$ cat config.mk
export PLATFORM = sky130hd
export DESIGN_NAME = ddr_burst_addr_gen
export DESIGN_NICKNAME = d
export VERILOG_FILES = /design/src/rtl/ddr_bag_pkg.sv /design/src/rtl/ddr_bag_cmd_decode.sv /design/src/rtl/ddr_bag_pos_ctr.sv /design/src/rtl/ddr_bag_half_gen.sv /design/src/rtl/ddr_burst_addr_gen.sv
export SDC_FILE = /design/constraint.sdc
export NUM_CORES = 1
export LEC_CHECK = 0
export ABC_CLOCK_PERIOD_IN_PS = 1980
export BUFFER_PORTS_ARGS = -buffer_cell sky130_fd_sc_hd__buf_2
export CAP_MARGIN = 20
export CORE_AREA = 2 2 56 79
export CTS_CLUSTER_SIZE = 30
export DETAILED_ROUTE_END_ITERATION = 8
export DIE_AREA = 0 0 58 81
export PLACE_DENSITY = 0.89
export SYNTH_ARGS = -nofsm -noshare
export SYNTH_HDL_FRONTEND = slang
export SYNTH_HIERARCHICAL = 1
export SYNTH_SLANG_ARGS = --single-unit
$ cat constraint.sdc
create_clock -name clk -period 1.98 [get_ports clk]
set_input_delay 0.297 -clock clk [delete_from_list [all_inputs] [get_ports clk]]
set_output_delay 0.297 -clock clk [all_outputs]
set_load 0.02 [all_outputs]
$ cat src/rtl/ddr_bag_pkg.sv
package ddr_bag_pkg;

    typedef enum logic [1:0] {
        CMD_DESEL = 2'd0,
        CMD_LOAD  = 2'd1,
        CMD_CONT  = 2'd2
    } bag_cmd_e;

endpackage

$ cat src/rtl/ddr_bag_cmd_decode.sv
module ddr_bag_cmd_decode
    import ddr_bag_pkg::*;
(
    input  logic     sel,
    input  logic     adv,
    input  logic     burst_open,
    output bag_cmd_e cmd
);

    always_comb begin
        if (adv) begin
            // a continue only counts when a burst is open
            cmd = burst_open ? CMD_CONT : CMD_DESEL;
        end else if (sel) begin
            cmd = CMD_LOAD;
        end else begin
            cmd = CMD_DESEL;
        end
    end

endmodule

$ cat src/rtl/ddr_bag_pos_ctr.sv
module ddr_bag_pos_ctr
    import ddr_bag_pkg::*;
#(
    parameter int EXT_W = 19,
    parameter int CNT_W = 1
) (
    input  logic             clk,
    input  logic             rst_n,
    input  bag_cmd_e         cmd,
    input  logic [EXT_W-1:0] ext_addr,
    output logic [EXT_W-1:0] base_d,
    output logic [CNT_W-1:0] ofs_d,
    output logic             open_d,
    output logic             open_q
);

    typedef struct packed {
        logic [EXT_W-1:0] base;
        logic [CNT_W-1:0] ofs;
        logic             open;
    } ctr_t;

    ctr_t st_d, st_q;

    always_comb begin
        st_d = st_q;
        unique case (cmd)
            CMD_LOAD: begin
                st_d.base = ext_addr;
                st_d.ofs  = '0;
                st_d.open = 1'b1;
            end
            CMD_CONT: begin
                st_d.ofs  = st_q.ofs + CNT_W'(1);
            end
            default: begin
                st_d.open = 1'b0;
            end
        endcase
    end

    always_ff @(posedge clk) begin
        if (!rst_n) begin
            st_q <= '0;
        end else begin
            st_q <= st_d;
        end
    end

    assign base_d = st_d.base;
    assign ofs_d  = st_d.ofs;
    assign open_d = st_d.open;
    assign open_q = st_q.open;

endmodule

$ cat src/rtl/ddr_bag_half_gen.sv
module ddr_bag_half_gen #(
    parameter int EXT_W = 19,
    parameter int CNT_W = 1
) (
    input  logic             clk,
    input  logic             rst_n,
    input  logic [EXT_W-1:0] base_d,
    input  logic [CNT_W-1:0] ofs_d,
    input  logic             open_d,
    output logic [EXT_W:0]   rise_addr,
    output logic [EXT_W:0]   fall_addr,
    output logic             rise_vld,
    output logic             fall_vld
);

    localparam int HALVES = 2;
    localparam int WORD_W = EXT_W + 1;

    typedef struct packed {
        logic [HALVES-1:0][WORD_W-1:0] addr;
        logic [HALVES-1:0]             vld;
    } half_t;

    half_t hf_d, hf_q;
    logic [EXT_W-1:0]              cyc_addr;
    logic [HALVES-1:0][WORD_W-1:0] word_addr;

    // position wraps inside the group; upper bits never change
    generate
        if (EXT_W > CNT_W) begin : g_upper
            assign cyc_addr = {base_d[EXT_W-1:CNT_W],
                               CNT_W'(base_d[CNT_W-1:0] + ofs_d)};
        end else begin : g_flat
            assign cyc_addr = EXT_W'(base_d + EXT_W'(ofs_d));
        end
        for (genvar h = 0; h < HALVES; h++) begin : g_half
            assign word_addr[h] = {cyc_addr, h[0]};
        end
    endgenerate

    always_comb begin
        hf_d = hf_q;
        for (int h = 0; h < HALVES; h++) begin
            hf_d.vld[h] = open_d;
            if (open_d) begin
                hf_d.addr[h] = word_addr[h];
            end
        end
    end

    always_ff @(posedge clk) begin
        if (!rst_n) begin
            hf_q <= '0;
        end else begin
            hf_q <= hf_d;
        end
    end

    assign rise_addr = hf_q.addr[0];
    assign fall_addr = hf_q.addr[1];
    assign rise_vld  = hf_q.vld[0];
    assign fall_vld  = hf_q.vld[1];

endmodule

$ cat src/rtl/ddr_burst_addr_gen.sv
module ddr_burst_addr_gen
    import ddr_bag_pkg::*;
#(
    parameter int WORD_W = 20,
    parameter int POS_W  = 2
) (
    input  logic              clk,
    input  logic              rst_n,
    input  logic              sel,
    input  logic              adv,
    input  logic [WORD_W-2:0] ext_addr,
    output logic [WORD_W-1:0] rise_addr,
    output logic [WORD_W-1:0] fall_addr,
    output logic              rise_vld,
    output logic              fall_vld
);

    localparam int EXT_W = WORD_W - 1;
    localparam int CNT_W = POS_W - 1;
    localparam logic [POS_W-1:0] STEP = POS_W'(2);

    bag_cmd_e         cmd;
    logic [EXT_W-1:0] base_d;
    logic [CNT_W-1:0] ofs_d;
    logic             open_d;
    logic             open_q;

    ddr_bag_cmd_decode u_dec (
        .sel        (sel),
        .adv        (adv),
        .burst_open (open_q),
        .cmd        (cmd)
    );

    ddr_bag_pos_ctr #(.EXT_W(EXT_W), .CNT_W(CNT_W)) u_ctr (
        .clk      (clk),
        .rst_n    (rst_n),
        .cmd      (cmd),
        .ext_addr (ext_addr),
        .base_d   (base_d),
        .ofs_d    (ofs_d),
        .open_d   (open_d),
        .open_q   (open_q)
    );

    ddr_bag_half_gen #(.EXT_W(EXT_W), .CNT_W(CNT_W)) u_half (
        .clk       (clk),
        .rst_n     (rst_n),
        .base_d    (base_d),
        .ofs_d     (ofs_d),
        .open_d    (open_d),
        .rise_addr (rise_addr),
        .fall_addr (fall_addr),
        .rise_vld  (rise_vld),
        .fall_vld  (fall_vld)
    );


    reset_clear_chk: assert property (@(posedge clk)
        !rst_n |=> (!rise_vld && !fall_vld && rise_addr == '0 && fall_addr == '0));


    load_base_chk: assert property (@(posedge clk) disable iff (!rst_n)
        (sel && !adv) |=> (rise_vld && fall_vld && rise_addr == {$past(ext_addr), 1'b0}));


    cont_step_chk: assert property (@(posedge clk) disable iff (!rst_n)
        (adv && rise_vld) |=> (rise_vld &&
            rise_addr[POS_W-1:0] == POS_W'($past(rise_addr[POS_W-1:0]) + STEP)));


    cont_upper_chk: assert property (@(posedge clk) disable iff (!rst_n)
        (adv && rise_vld) |=> (rise_addr[WORD_W-1:POS_W] == $past(rise_addr[WORD_W-1:POS_W])));


    desel_clear_chk: assert property (@(posedge clk) disable iff (!rst_n)
        (!sel && !adv) |=> (!rise_vld && !fall_vld && $stable(rise_addr)));


    idle_cont_chk: assert property (@(posedge clk) disable iff (!rst_n)
        (adv && !rise_vld) |=> (!rise_vld && !fall_vld && $stable(fall_addr)));

endmodule

==> results by group, run 1 <==
Timing
  – Final Hold Viols: 0
  – Worst-margin pin slew: 0.5800 ns
  – Final cycle utilization of the critical path: 83.39%
  – Min Hold Slack: 0.3453 ns
  – Fin. max-slew vios: 0
  – Setup tns final: 0 ns
  – F_max: 605.6 MHz
  – Clock skew: 0.003023 ns
  – Unrepaired setup endpoints after global routing: false
  – Final Setup Violations: 0
  – Crit path time final: 1.651 ns
  – Worst slew margin: 61.33%

Floorplan
  – # IOs: 65
  – CORE AREA: 4064 sq um
  – Die Ht: 81 um
  – # rows: 28
  – Die Wd: 58 um
  – Initial Util: 47.29%
  – Die area: 4698 sq um

Placement
  – Detailed-placement wirelength estimate: 2233 um
  – Routability cong.: 0.6984
  – PortBufs: 63

GRT
  – Global-route usage over all layers: 13.65%
  – Largest net degree at the start of global routing: 44
  – Gr ovfl total: 0
  – Vias in the first global route: 1122
  – Antenna violations before repair: 0
  – First-pass GRT wire length: 4878 um

Clock tree
  – CTS Buf Count: 5
  – Hold-fix buffers, CTS: 0
  – Number of setup buffers added after CTS: 0
  – Worst-Skew Late Latency: 0.29 ns
  – TritonCTS clock tree: done
  – Clk root buf: clkbuf_8
  – CTS clk-pin slew, worst paths: 0.08 ns
  – Maximum root-to-sink buffer count: 2
  – CTS sink count: 42
  – Post_cts resized: 0
  – H-Tree Depth: 2

Finish
  – Register area: 840.8 sq um
  – ANT cells: 0
  – Synthesis-to-layout area growth: 14.00%
  – Final net count: 237
  – Filler Cells Inserted: 388
  – Layout cells sized above 1: 46.48%
  – Multi-input gate area: 829.5 sq um

Critical path
  – Critical path class: flip-flop to flip-flop
  – CP startpoint kind: flip-flop
  – Top delay family on crit path: multiplexers
  – Worst EP arrival: 1.84 ns
  – Max FO, Critical Path: 8
  – Req. time, crit path: 2.17 ns
  – Slowest CP cell: mux2_4
  – Critical path buffers and inverters: 2
  – Max incr delay on CP: 0.32 ns
  – CP Cell Sequence: and2_2 > inv_1 > ha_1 > buf_4 > mux2_4 > mux2i_1 > nor2b_1
  – CP Capture Type: flip-flop

Routing
  – Via count: 1224
  – Routed wire length: 3092 um
  – Via/cell ratio: 4.744
  – Wire per inst: 11.98 um
  – Final ANT Viol Nets: 0
  – Drt pass-1 iters: 4
  – Number of DRC markers in iteration 0: 28
  – # DRC: 0

Yosys
  – Synth area leader: dfxtp_1
  – Synth top area share: 43.75%
  – EDFF count, synth: 0
  – Async SR Flop Fraction: 0%
  – Flop and latch count out of synthesis: 42
  – Synth Cell Area: 1922 sq um
  – Synth cell count leaders: dfxtp_1, buf_4, mux2_4
  – Post-synthesis instance total: 167
  – Mapped Nets: 192
  – Top cells by area, synth: dfxtp_1, mux2_4, mux2i_1, buf_4, and2_1
  – Avg Inst Size Synth: 11.51 sq um
  – Synthesis Warnings: 6
  – Distinct cell type count after synthesis: 24
  – Main synth FF type: dfxtp_1
  – Count leader, synth: dfxtp_1
  – Sequential-to-total area share from yosys stat: 43.75%

Status
  – Status: completed

Run
  – Max_cap viols: 0

Min path
  – Hold Crit Class: primary input to flip-flop

Pwr
  – Pwr/cell area: 741.0 nW/um^2
  – IR Drop Worst-Case VDD: 697.4 uV
  – Leak: 1.029 nW
  – Total power: 0.001623 W
cell type report:
| cell class | count | share of cell area, % |
|---|---|---|
| Timing Repair Buffer | 68 | 16.68 |
| Tap cell | 45 | 2.570 |
| Clock inverter | 1 | 0.2284 |
| Clock buffer | 7 | 3.941 |
| Multi-Input combinational cell | 93 | 37.86 |
| Inverter | 2 | 0.3427 |
| Sequential cell | 42 | 38.38 |
final timing paths:
kind                                to  slack [ns]                start  depth (start not counted)
hold / removal          u_ctr/st_q[20]        0.35         ext_addr[18]                          3
hold reg to reg    u_half/fall_addr[0]        0.46  u_half/fall_addr[0]                          1
setup reg to reg  u_half/fall_addr[14]        0.33         u_ctr/open_q                          7
setup / recovery  u_half/fall_addr[14]        0.33         u_ctr/open_q                          7
stage by stage:
stage | instance area (sq um) | worst slack, ns | utilization [%] | std cells
after floorplan | 1922 | 0.3253 | - | 167
after global placement | 2100 | 0.2518 | 51.66 | 250
after detailed placement | 2100 | 0.1637 | 51.66 | 250
after CTS | 2191 | 0.3117 | 53.91 | 258
after global routing | 2191 | 0.1997 | 53.91 | 258
final | 2191 | 0.3288 | 53.91 | 258
tightest hold or removal path, delay by kind of cell:
| kind | cells | cell delay, ns |
|---|---|---|
| mux | 1 | 0.13 |
| simple gates | 1 | 0.11 |
| buf+inv | 1 | 0.07 |
kinds of logic (layout without fill, tap and decap cells):
| logic type | count (synthesis) | count (layout) | synth area share [%] |
|---|---|---|---|
| AND/OR/NAND/NOR | 46 | 46 | 15.17 |
| adder cells (fa/ha/maj) | 2 | 2 | 1.302 |
| AO/OA/AOI/OAI | 6 | 6 | 1.693 |
| other | 1 | 1 | 0.1951 |
| buffers and inverters | 32 | 78 | 13.22 |
| flip-flops | 42 | 42 | 43.75 |
| XOR/XNOR | 1 | 1 | 0.4558 |
| multiplexers | 37 | 37 | 24.22 |
where the power goes:
group / switching (W) / internal, W / leakage (nW)
clock network: 0.000277 / 0.000281 / 0.0482
logic: 0.0000813 / 0.000104 / 0.640
registers: 0.00000956 / 0.000870 / 0.341
cell usage in the layout, fill, tap and decap left out, types with 2 or more instances in the layout:
cell type  count
a21oi_1        2
and2_1        18
and2_4         2
buf_2         63
buf_4          4
clkbuf_8       6
dfxtp_1       42
ha_1           2
inv_1          2
mux2_4        19
mux2i_1       18
nand2b_1       2
nor2b_1       18
o21ai_0        3
layer usage:
layer  part of all wire (%)  global-route usage, %
met1                     42                  15.22
met2                     49                  23.75
met3                    6.8                  4.299
met4                    1.6                  5.581
met5                      0                      0
flip-flops by register name, indices dropped and copies added, names as in the netlist:
| register | count |
|---|---|
| u_ctr/st_q | 20 |
| u_half/fall_addr | 16 |
| u_half/rise_addr | 4 |
| u_ctr/open_q | 1 |
| u_half/rise_vld | 1 |
No activity file was read; power rests on OpenSTA's default activity.
==> run 2: changes to the inputs <==
--- a/config.mk
+++ b/config.mk
@@ -5,14 +5,14 @@
 export SDC_FILE = /design/constraint.sdc
 export NUM_CORES = 1
 export LEC_CHECK = 0
-export ABC_CLOCK_PERIOD_IN_PS = 1980
+export ABC_CLOCK_PERIOD_IN_PS = 1400
 export BUFFER_PORTS_ARGS = -buffer_cell sky130_fd_sc_hd__buf_2
 export CAP_MARGIN = 20
-export CORE_AREA = 2 2 56 79
+export CORE_AREA = 2 2 59 83
 export CTS_CLUSTER_SIZE = 30
 export DETAILED_ROUTE_END_ITERATION = 8
-export DIE_AREA = 0 0 58 81
-export PLACE_DENSITY = 0.89
+export DIE_AREA = 0 0 61 85
+export PLACE_DENSITY = 0.85
 export SYNTH_ARGS = -nofsm -noshare
 export SYNTH_HDL_FRONTEND = slang
 export SYNTH_HIERARCHICAL = 1
==> constraint.sdc (replaced) <==
create_clock -name clk -period 1.4 [get_ports clk]
set_input_delay 0.21 -clock clk [delete_from_list [all_inputs] [get_ports clk]]
set_output_delay 0.21 -clock clk [all_outputs]
set_load 0.02 [all_outputs]
==> run 2 against run 1 <==
Effect of this change:
- the flow now finishes with violations (setup timing)
- wire length increased by 11%
- critical path depth unchanged
- non-clock buffer count increased by 7
- combinational power increased by 74%
- clock skew increased by 0.0030 ns
- global-route usage increased by 0.21 points
- clock-buffer cell count decreased by 1
- sequential share of layout area decreased by 3.8 points
- first-iteration DRC count decreased by 32%
- critical path type unchanged
==> results by group, run 2 (synthesis gave the netlist of run 1 again) <==
Status
  – Status: finished, violations left
  – Failing checks: setup timing

Critical path
  – Max FO, Critical Path: 9 (+1)
  – Slowest CP cell: dfxtp_2
  – Max incr delay on CP: 0.32 ns (about the same)
  – Critical path class: flip-flop to flip-flop
  – CP Capture Type: flip-flop
  – Critical path buffers and inverters: 2 (unchanged)
  – Worst EP arrival: 1.68 ns (-0.16 ns)
  – Req. time, crit path: 1.58 ns (-0.59 ns)
  – Top delay family on crit path: multiplexers
  – CP Cell Sequence: and2_4 > inv_2 > ha_4 > buf_12 > mux2_4 > mux2i_1 > nor2b_1
  – CP startpoint kind: flip-flop

Placement
  – Placed cell area: 2213 sq um (+5.4%)
  – Detailed-placement wirelength estimate: 2391 um (+7.1%)
  – Routability cong.: 0.7236 (+3.6%)
  – PortBufs: 63 (unchanged)

GRT
  – First-pass GRT wire length: 5361 um (+9.9%)
  – Largest net degree at the start of global routing: 28 (-36%)
  – Vias in the first global route: 1171 (+4.4%)
  – Global-route usage over all layers: 13.85% (+0.21 points)
  – Antenna violations before repair: 0 (unchanged)
  – Gr ovfl total: 0 (unchanged)

Clock tree
  – Hold-fix buffers, CTS: 0 (unchanged)
  – Worst-Skew Late Latency: 0.28 ns (about the same)
  – CTS Buf Count: 5 (unchanged)
  – Clk root buf: clkbuf_8
  – H-Tree Depth: 2 (unchanged)
  – Maximum root-to-sink buffer count: 2 (unchanged)
  – TritonCTS clock tree: done
  – CTS sink count: 42 (unchanged)
  – CTS clk-pin slew, worst paths: 0.08 ns (about the same)

Timing
  – Unrepaired setup endpoints after global routing: true
  – Final Hold Viols: 0 (unchanged)
  – Final cycle utilization of the critical path: 107.3% (+24 points)
  – Fin. max-slew vios: 0 (unchanged)
  – Final Setup Violations: 29 (+29)
  – Final worst slack: -0.1029 ns (-0.4317 ns)
  – Min Hold Slack: 0.2632 ns (-0.08211 ns)
  – Crit path time final: 1.503 ns (-0.1483 ns)
  – F_max: 665.4 MHz (+9.9%)
  – Setup tns final: -1.578 ns (-1.578 ns)
  – Clock skew: 0.005987 ns (+0.002964 ns)

Floorplan
  – CORE AREA: 4463 sq um (+9.8%)
  – Die Ht: 85 um (+4.9%)
  – Die Wd: 61 um (+5.2%)
  – Initial Util: 43.06% (-4.2 points)
  – # IOs: 65 (unchanged)
  – # rows: 29 (+3.6%)
  – Die area: 5185 sq um (+10%)

Routing
  – Routed wire length: 3441 um (+11%)
  – Final ANT Viol Nets: 0 (unchanged)
  – Drt pass-1 iters: 4 (unchanged)
  – # DRC: 0 (unchanged)
  – Via count: 1230 (+0.49%)
  – Number of DRC markers in iteration 0: 19 (-32%)
  – Via/cell ratio: 4.377 (-7.7%)
  – Wire per inst: 12.25 um (+2.2%)

Finish
  – Final net count: 244 (+3.0%)
  – Finished Cell Area: 2435 sq um (+11%)
  – Max reg flops: 20 (unchanged)
  – ANT cells: 0 (unchanged)
  – Commonest non-fill, non-tap cell in the layout: buf_2
  – Top reg by flops: u_ctr/st_q
  – Filler Cells Inserted: 422 (+8.8%)
  – Synthesis-to-layout area growth: 26.69%
  – Commonest non-fill, non-tap cells in the layout: buf_2, dfxtp_1, mux2_4, mux2i_1, nor2b_1
  – Layout cells sized above 1: 57.53% (+11 points)

Pwr
  – Leak: 1.122 nW (+9.0%)
  – IR Drop Worst-Case VDD: 694.9 uV (-0.36%)
  – Pwr/cell area: 1033 nW/um^2 (+39%)

Min path
  – Hold Crit Class: primary input to flip-flop

Run
  – Max_cap viols: 0 (unchanged)
[run 2: worst min-delay path, cell delays in order]
cell and delay, ns:
buf_2 0.07, mux2_4 0.13, and2_1 0.11
[run 2: where the power goes]
group / switching, W / internal (W) / leakage, nW
registers: 0.0000137 / 0.00123 / 0.342
clock network: 0.000377 / 0.000570 / 0.0573
logic: 0.000131 / 0.000193 / 0.723
[run 2: cell type report]
type	count	area (sq um)	share of cell area, %
Sequential cell	42	842.1	34.58
Tap cell	62	77.57	3.186
Clock inverter	1	30.03	1.233
Clock buffer	6	82.58	3.392
Timing Repair Buffer	75	480.5	19.73
Multi-Input combinational cell	93	914.6	37.56
Inverter	2	7.507	0.3083
[run 2: timing repair]
item | 4_1_cts | 5_1_grt
gates resized for setup | 12 | 9
cloned | 0 | 1
setup buffers | 1 | 0
endpoints found under the setup margin | 34 | 39
pin swaps | 11 | 3
[run 2: per-stage QoR]
step / total power [W] / cells / util, % / setup slack (ns)
finish: 0.002515 / 281 / 54.56 / -0.1029
global route: 0.002640 / 281 / 54.56 / -0.1713
CTS: 0.002541 / 280 / 53.38 / -0.1172
detailed placement: 0.001564 / 272 / 49.59 / -0.2693
global placement: 0.001557 / 272 / 49.59 / -0.2155
floorplan: 0.001485 / 167 / - / -0.1358
[run 2: worst paths after layout]
path	from	end	slack (ns)	depth (start not counted)
min reg2reg	u_half/fall_addr[0]	u_half/fall_addr[0]	0.48	1
max reg2reg	u_ctr/open_q	u_half/rise_addr[17]	-0.10	7
max	u_ctr/open_q	u_half/rise_addr[17]	-0.10	7
min	ext_addr[10]	u_ctr/st_q[12]	0.26	3
[run 2: routing by layer]
metal | vias up | routed length (um) | GRT usage [%]
li1 | 617 | - | -
met1 | 578 | 1457 | 17.11
met2 | 33 | 1813 | 21.90
met3 | 2 | 126 | 3.659
met4 | 0 | 44 | 6.522
met5 | - | 0 | 0
